### config.mk
export PLATFORM = sky130hd
export DESIGN_NAME = wdt_top
export DESIGN_NICKNAME = d
export VERILOG_FILES = /design/src/rtl/wdt_pkg.sv /design/src/rtl/wdt_interval.sv /design/src/rtl/wdt_countdown.sv /design/src/rtl/wdt_regs.sv /design/src/rtl/wdt_top.sv
export SDC_FILE = /design/constraint.sdc
export NUM_CORES = 1
export LEC_CHECK = 0
export CAP_MARGIN = 20
export CORE_MARGIN = 5
export CORE_UTILIZATION = 55
export DETAILED_ROUTE_END_ITERATION = 10
export GPL_ROUTABILITY_DRIVEN = 0
export PLACE_DENSITY = 0.8
export SLEW_MARGIN = 20
export SYNTH_ARGS = -nofsm -noshare
export SYNTH_HDL_FRONTEND = slang
export SYNTH_HIERARCHICAL = 1
export SYNTH_SLANG_ARGS = --single-unit
export TNS_END_PERCENT = 10
### constraint.sdc
create_clock -name clk -period 6.4 [get_ports clk]
set_clock_uncertainty 0.05 [all_clocks]
set_input_delay 1.28 -clock clk [delete_from_list [all_inputs] [get_ports clk]]
set_output_delay 1.28 -clock clk [all_outputs]
set_load 0.01 [all_outputs]
### src/rtl/wdt_pkg.sv
package wdt_pkg;
  parameter int DATA_W = 8;
  parameter int MULT_W = 5;
  parameter int RES_W  = 2;
  localparam int NUM_RES = 1 << RES_W;
  localparam int CNT_W   = MULT_W + 2 * (NUM_RES - 1);
  localparam int FIELD_W = MULT_W + RES_W;

  localparam int STEER_BIT = 7;
  localparam int FLAG_BIT  = 7;
  localparam int ERA_BIT   = 6;

  typedef enum logic [1:0] {
    REG_STATUS = 2'd0,
    REG_CTRL   = 2'd1,
    REG_ERA    = 2'd2,
    REG_SPARE  = 2'd3
  } reg_sel_e;
endpackage

### src/rtl/wdt_interval.sv
module wdt_interval
  import wdt_pkg::*;
(
  input  logic [FIELD_W-1:0] field,
  output logic [CNT_W-1:0]   ticks
);
  logic [MULT_W-1:0] mult;
  logic [RES_W-1:0]  res;
  logic [CNT_W-1:0]  scaled [NUM_RES];

  assign mult = field[FIELD_W-1:RES_W];
  assign res  = field[RES_W-1:0];

  // one shifted copy per resolution code, picked by the code
  for (genvar g = 0; g < NUM_RES; g++) begin : g_scale
    assign scaled[g] = CNT_W'(mult) << (2 * g);
  end

  assign ticks = scaled[res];
endmodule

### src/rtl/wdt_countdown.sv
module wdt_countdown
  import wdt_pkg::*;
(
  input  logic             clk,
  input  logic             rst,
  input  logic             load,
  input  logic [CNT_W-1:0] load_val,
  input  logic             tick,
  output logic             armed,
  output logic             fire
);
  logic [CNT_W-1:0] cnt;

  // a load in the same cycle wins over a tick
  assign fire = armed && tick && !load && (cnt == CNT_W'(1));

  always_ff @(posedge clk) begin
    if (rst) begin
      cnt   <= '0;
      armed <= 1'b0;
    end else if (load) begin
      cnt   <= load_val;
      armed <= |load_val;
    end else if (armed && tick) begin
      if (cnt == CNT_W'(1)) begin
        cnt   <= '0;
        armed <= 1'b0;
      end else begin
        cnt <= cnt - CNT_W'(1);
      end
    end
  end
endmodule

### src/rtl/wdt_regs.sv
module wdt_regs
  import wdt_pkg::*;
#(
  parameter int ADDR_W = 2
) (
  input  logic              clk,
  input  logic              rst,
  input  logic              sel,
  input  logic              wr,
  input  logic [ADDR_W-1:0] addr,
  input  logic [DATA_W-1:0] wdata,
  input  logic              fire,
  output logic [DATA_W-1:0] rdata,
  output logic [DATA_W-1:0] ctrl,
  output logic              flag,
  output logic              kick
);
  logic era;
  logic hit_ctrl, hit_era, hit_stat;

  assign hit_ctrl = (addr == ADDR_W'(REG_CTRL));
  assign hit_era  = (addr == ADDR_W'(REG_ERA));
  assign hit_stat = (addr == ADDR_W'(REG_STATUS));
  assign kick     = sel && hit_ctrl;

  always_ff @(posedge clk) begin
    if (rst) begin
      ctrl  <= '0;
      flag  <= 1'b0;
      era   <= 1'b0;
      rdata <= '0;
    end else begin
      if (sel && wr && hit_ctrl) ctrl <= wdata;
      if (sel && wr && hit_era)  era  <= wdata[ERA_BIT];
      if (kick) flag <= 1'b0;
      if (fire) begin
        flag <= 1'b1;
        if (ctrl[STEER_BIT]) begin
          ctrl <= '0;
          era  <= 1'b0;
        end
      end
      if (sel && !wr) begin
        if (hit_stat)      rdata <= DATA_W'(flag) << FLAG_BIT;
        else if (hit_ctrl) rdata <= ctrl;
        else if (hit_era)  rdata <= DATA_W'(era) << ERA_BIT;
        else               rdata <= '0;
      end
    end
  end
endmodule

### src/rtl/wdt_top.sv
module wdt_top
  import wdt_pkg::*;
#(
  parameter int ADDR_W = 2
) (
  input  logic              clk,
  input  logic              rst,
  input  logic              tick_en,
  input  logic              bus_sel,
  input  logic              bus_wr,
  input  logic [ADDR_W-1:0] bus_addr,
  input  logic [7:0]        bus_wdata,
  output logic [7:0]        bus_rdata,
  output logic              wdt_rst_req,
  output logic              wdt_irq
);
  logic [DATA_W-1:0] ctrl;
  logic [DATA_W-1:0] kick_val;
  logic [CNT_W-1:0]  interval;
  logic              flag, kick, armed, fire;

  wdt_regs #(.ADDR_W(ADDR_W)) u_regs (
    .clk(clk), .rst(rst), .sel(bus_sel), .wr(bus_wr), .addr(bus_addr),
    .wdata(bus_wdata), .fire(fire), .rdata(bus_rdata), .ctrl(ctrl),
    .flag(flag), .kick(kick)
  );

  // a write arms from the new byte, a read from the stored one
  assign kick_val = bus_wr ? bus_wdata : ctrl;

  wdt_interval u_ival (
    .field(kick_val[FIELD_W-1:0]), .ticks(interval)
  );

  wdt_countdown u_cnt (
    .clk(clk), .rst(rst), .load(kick), .load_val(interval),
    .tick(tick_en), .armed(armed), .fire(fire)
  );

  always_ff @(posedge clk) begin
    if (rst) begin
      wdt_rst_req <= 1'b0;
      wdt_irq     <= 1'b0;
    end else begin
      wdt_rst_req <= fire && ctrl[STEER_BIT];
      wdt_irq     <= fire && !ctrl[STEER_BIT];
    end
  end
endmodule

# Word-level counts from Yosys, hierarchy flattened
# Index checks and enable logic that the tools add are counted.
[op_classes]
bitwise = 1
muxes = 21
magnitude_cmp = 1
n_eq_ne = 3
add_sub_neg = 1
n_reduce_logical = 19
[ops]
columns = ["cell", "n"]
rows = [
  ["$mux 11", 5],
  ["$mux 8", 5],
  ["$bmux 11 s2", 1],
  ["$mux 7", 2],
  ["$eq 11x1->1 const B", 1],
  ["$reduce_or 11->1", 1],
  ["$sub 11x1->11 const B", 1],
  ["$logic_and 1x1->1", 10],
  ["$mux 1", 8],
  ["$reduce_bool 2->1", 3],
  ["$ge 3x3->1 const B", 1],
  ["$logic_not 1->1", 3],
  ["$not 2->3", 1],
  ["$eq 2x1->1 const B", 1],
  ["$eq 2x2->1 const B", 1],
  ["$logic_not 2->1", 1],
  ["$reduce_and 2->1", 1],
]
[word_totals]
register_bits = 32
wordCells = 54
out_inout_bits = 10

# Longest topological paths before layout
[logic_depth]
word_depth = 7
depth_mapped = 9
ltp_nobuf = 7

# Modules after synthesis
# Netlist, hierarchy kept.
[by_module_without_submodules]
columns = ["module", "instances", "cells_each", "area_per_inst_um2"]
rows = [
  ["wdt_countdown", 1, 93, 759.5],
  ["wdt_regs", 1, 80, 703.2],
  ["wdt_top", 1, 12, 172.7],
  ["wdt_interval", 1, 20, 150.1],
]

# Worst setup path before layout
# No wires, ideal clock.
[synth_timing]
path_type = "in2reg"
start = "input port bus_wr"
end = "register u_cnt.armed"
path_buffers = 1
required_ns = 6.222
t_arrival_ns = 2.758
slack_ns = 3.464
setup_ns = 0.128
stages = 8
path_cell_list = "buf_6 > mux2_4 > mux2_4 > a22o_1 > nor4_1 > a31oi_1 > a21oi_1 > nor2_1"
[synth_via]
elab_chain_len = 7
[synth_lines]
columns = ["element", "line", "text"]
rows = [
  ["start, declared", "wdt_top.sv:10", "input logic bus_wr,"],
  ["$mux 7", "wdt_top.sv:29", "assign kick_val = bus_wr ? bus_wdata : ctrl;"],
  ["via kick_val[1]", "wdt_top.sv:18", "logic [DATA_W-1:0] kick_val;"],
  ["$not 2->3 (implied by the code)", "wdt_interval.sv:19", "assign ticks = scaled[res];"],
  ["$bmux 11 s2", "wdt_interval.sv:19", ""],
  ["$mux 11 (implied by the code) (2 in a row)", "wdt_interval.sv:19", ""],
  ["via interval[6]", "wdt_top.sv:19", "logic [CNT_W-1:0] interval;"],
  ["$reduce_or 11->1", "wdt_countdown.sv:23", "armed <= |load_val;"],
  ["$mux 1", "wdt_countdown.sv:21", "end else if (load) begin"],
  ["end signal, assigned", "wdt_countdown.sv:23", ""],
  ["end, declared", "wdt_countdown.sv:9", "output logic armed,"],
]
# The timed path passes the listed nets, and every way through them passes these cells. The select of a mux whose other input is x is not followed.
# A chain may end at the register's enable or synchronous reset.

# Worst setup path in the final report
# Same ends and word-level chain as after synthesis.

==> run metrics <==
synthesized flop and latch total=32; Top FF cell, synth=dfxtp_1; RSZ-0062 raised after global routing=false; Synth top cells by count=dfxtp_1 (32), nand2_1 (27), nor2_1 (18); Combinational Power Share=17.0%; Clock Latency Late Sink=0.34 ns; initial core utilization=58.01%; Async SR Flop Fraction=0%; vias in the first global route=1560; Crit path arrival time=3.68 ns; YS warnings=6; fmax=283.4 MHz; Syn Nets=222; CTS tree=built; Sink Count=32; Crit. End Element=flop; Routed Antenna Nets=0; GRT Total Usage=20.84%; Synth Instances=205; worst rel slew slack=35.88%; FP Rows=20; Clock Root Buffer=clkbuf_4; sequential share of power=45.7%; Hold Vio Cnt, Final=0; worst-margin pin slew=0.9588 ns; total negative setup slack=0 ns; WHS=0.4116 ns; switching share of power=25.75%; via/cell ratio=5.948; initial antenna violation count=0; Worst Path Required=6.56 ns; Longest Clk Path Bufs=2; via count=1612; DRC=0; First-pass DRT Iterations=7; Mean Syn Cell Area=8.710 µm²; Psw=0.1211 mW; Synth area leaders=dfxtp_1 (36%), mux2_4 (6.7%), nand2_1 (5.7%); startpoint types=input pin; I/O pins=25; clock group share of total power=37.3%; Final Max Slew Viols=0; Wirelength per Cell=15.55 µm; # port buffers=24; Inserted Clock Buffers=5; hold buffers post-CTS=0; largest net degree at the start of global routing=27; Setup Fix Bufs, Post-CTS=0; largest area contributor in the netlist=dfxtp_1; status=completed; Mapped Area=0.001785 mm²; die area=0.004486 mm²; CP most frequent cell=mux2_4; top-count cell post-synth=dfxtp_1; Final HPWL DP=3103 µm; layout cells sized above 1=8.811%; Hold Path Class=reg2reg; CP Cell Sequence=clkdlybuf4s50_1 -> mux2_4 -> mux2_4 -> a22o_1 -> nor4_1 -> a31oi_1 -> a21oi_1 -> nor2_1; period utilization=55.14%; worst-path maximum fanout=12; Worst-path clk slew=0.10 ns; area of the core=0.003078 mm²; first-pass GRT wire length=7176 µm; Post-layout nets=243; CTS H-Tree Depth=2; post-cts sizing count=0; pwr/cell area=222.6 mW/mm²; Die W=66.98 µm; Initial DRC Count=110; final setup fails=0; Die Y=66.98 µm; minimum clock period=3.529 ns; slowest stage delay, CP=0.82 ns; Ant. Diodes=0; max_cap viols=0; Synth top area share=35.88%; Routed Wire Length=4214 µm; post-synthesis sequential area ratio=35.88%; number of distinct library cells after synthesis=46; EDFF count, synth=0; Layout area overhead=18.29%; Lkg Pwr=0.7890 nW; worst ir drop on vdd=121.8 µV; total grt overflow=0; CP max-delay cell=clkdlybuf4s50_1; Internal Power=0.3491 mW; WS Path Type=in2reg
-- sequential cells by signal, indices dropped and copies added, names as in the netlist --
register      cells
u_regs/ctrl       8
u_cnt/armed       1
u_cnt/cnt        11
u_regs/flag       1
wdt_irq           1
wdt_rst_req       1
u_regs/rdata      8
u_regs/era        1
-- per-layer routing --
metal  up-vias  GRT usage [%]  wire (µm)
met5         -              0          0
met4         0          7.848         42
met3         5          4.384        226
met2        46          34.03       1983
met1       775          26.71       1961
li1        786              -          -
-- layout make-up --
cell class	instances	area [µm²]
Inverter	7	26.28
Fill cell	268	965.9
Multi-Input combinational cell	156	1055
Clock inverter	1	30.03
Sequential cell	32	640.6
Clock buffer	7	65.06
Timing Repair Buffer	24	240.2
Tap cell	44	55.05
-- power groups by stage --
stage / logic (mW) / registers (mW) / clock network [mW]
2_1_floorplan: 0.0593 / 0.217 / 0
3_3_place_gp: 0.0766 / 0.218 / 0
3_5_place_dp: 0.0787 / 0.219 / 0
4_1_cts: 0.0791 / 0.214 / 0.178
5_1_grt: 0.0876 / 0.216 / 0.187
6_report: 0.0800 / 0.215 / 0.176
-- path summary, 6_finish.rpt --
path	from	to	slack, ns	cells after the start
min	u_regs/rdata[7]	u_regs/rdata[7]	0.41	2
min reg2reg	u_regs/rdata[7]	u_regs/rdata[7]	0.41	2
max reg2reg	u_regs/ctrl[1]	u_cnt/armed	4.37	7
max	bus_wr	u_cnt/armed	2.87	8
-- layout by cell type (no fill, tap or decap), types with 2 or more instances in the layout --
cell             count
a21o_1               2
a21oi_1             15
a22o_1               3
a22oi_1              8
a311oi_1             2
a31oi_1              5
and3_1               4
and3b_1              2
clkbuf_4             5
clkbuf_8             2
clkdlybuf4s50_1     24
dfxtp_1             32
ha_1                 2
inv_1                7
mux2_4               8
mux2i_1              5
nand2_1             27
nand2b_1             3
nand3_1              4
nand3b_1             2
nand4_1              3
nand4b_1             2
nor2_1              18
nor2b_1              7
nor3_1               4
nor3b_1              3
nor4_1               2
nor4_4               2
o2bb2ai_1            3
or3_1                2
xnor2_1              4
-- critical path, delay by kind of cell --
| family | cells | cell delay (ns) |
|---|---|---|
| mux | 2 | 0.73 |
| compound gates | 3 | 0.50 |
| buf+inv | 1 | 0.82 |
| simple gates | 2 | 0.33 |
-- cell families after synthesis --
family / count (synthesis) / synth area share [%]
and+or+nand+nor: 91 / 28.66
AOI/OAI and AO/OA: 45 / 17.03
buffers and inverters: 17 / 5.045
adders and majority gates: 2 / 1.401
xor gates and xnor gates: 5 / 2.453
muxes: 13 / 9.531
DFF: 32 / 35.88
-- per-stage QoR --
stage	utilization, %	total power [mW]	setup slack, ns	instance area (µm²)	cells
global placement	65.53	0.2950	2.620	2017	263
detailed placement	65.53	0.2978	2.495	2017	263
floorplan	-	0.2763	3.464	1785	205
global route	68.62	0.4908	2.763	2112	271
CTS	68.62	0.4718	2.872	2112	271
finish	68.62	0.4701	2.871	2112	271
No activity file was read; power rests on OpenSTA's default activity.
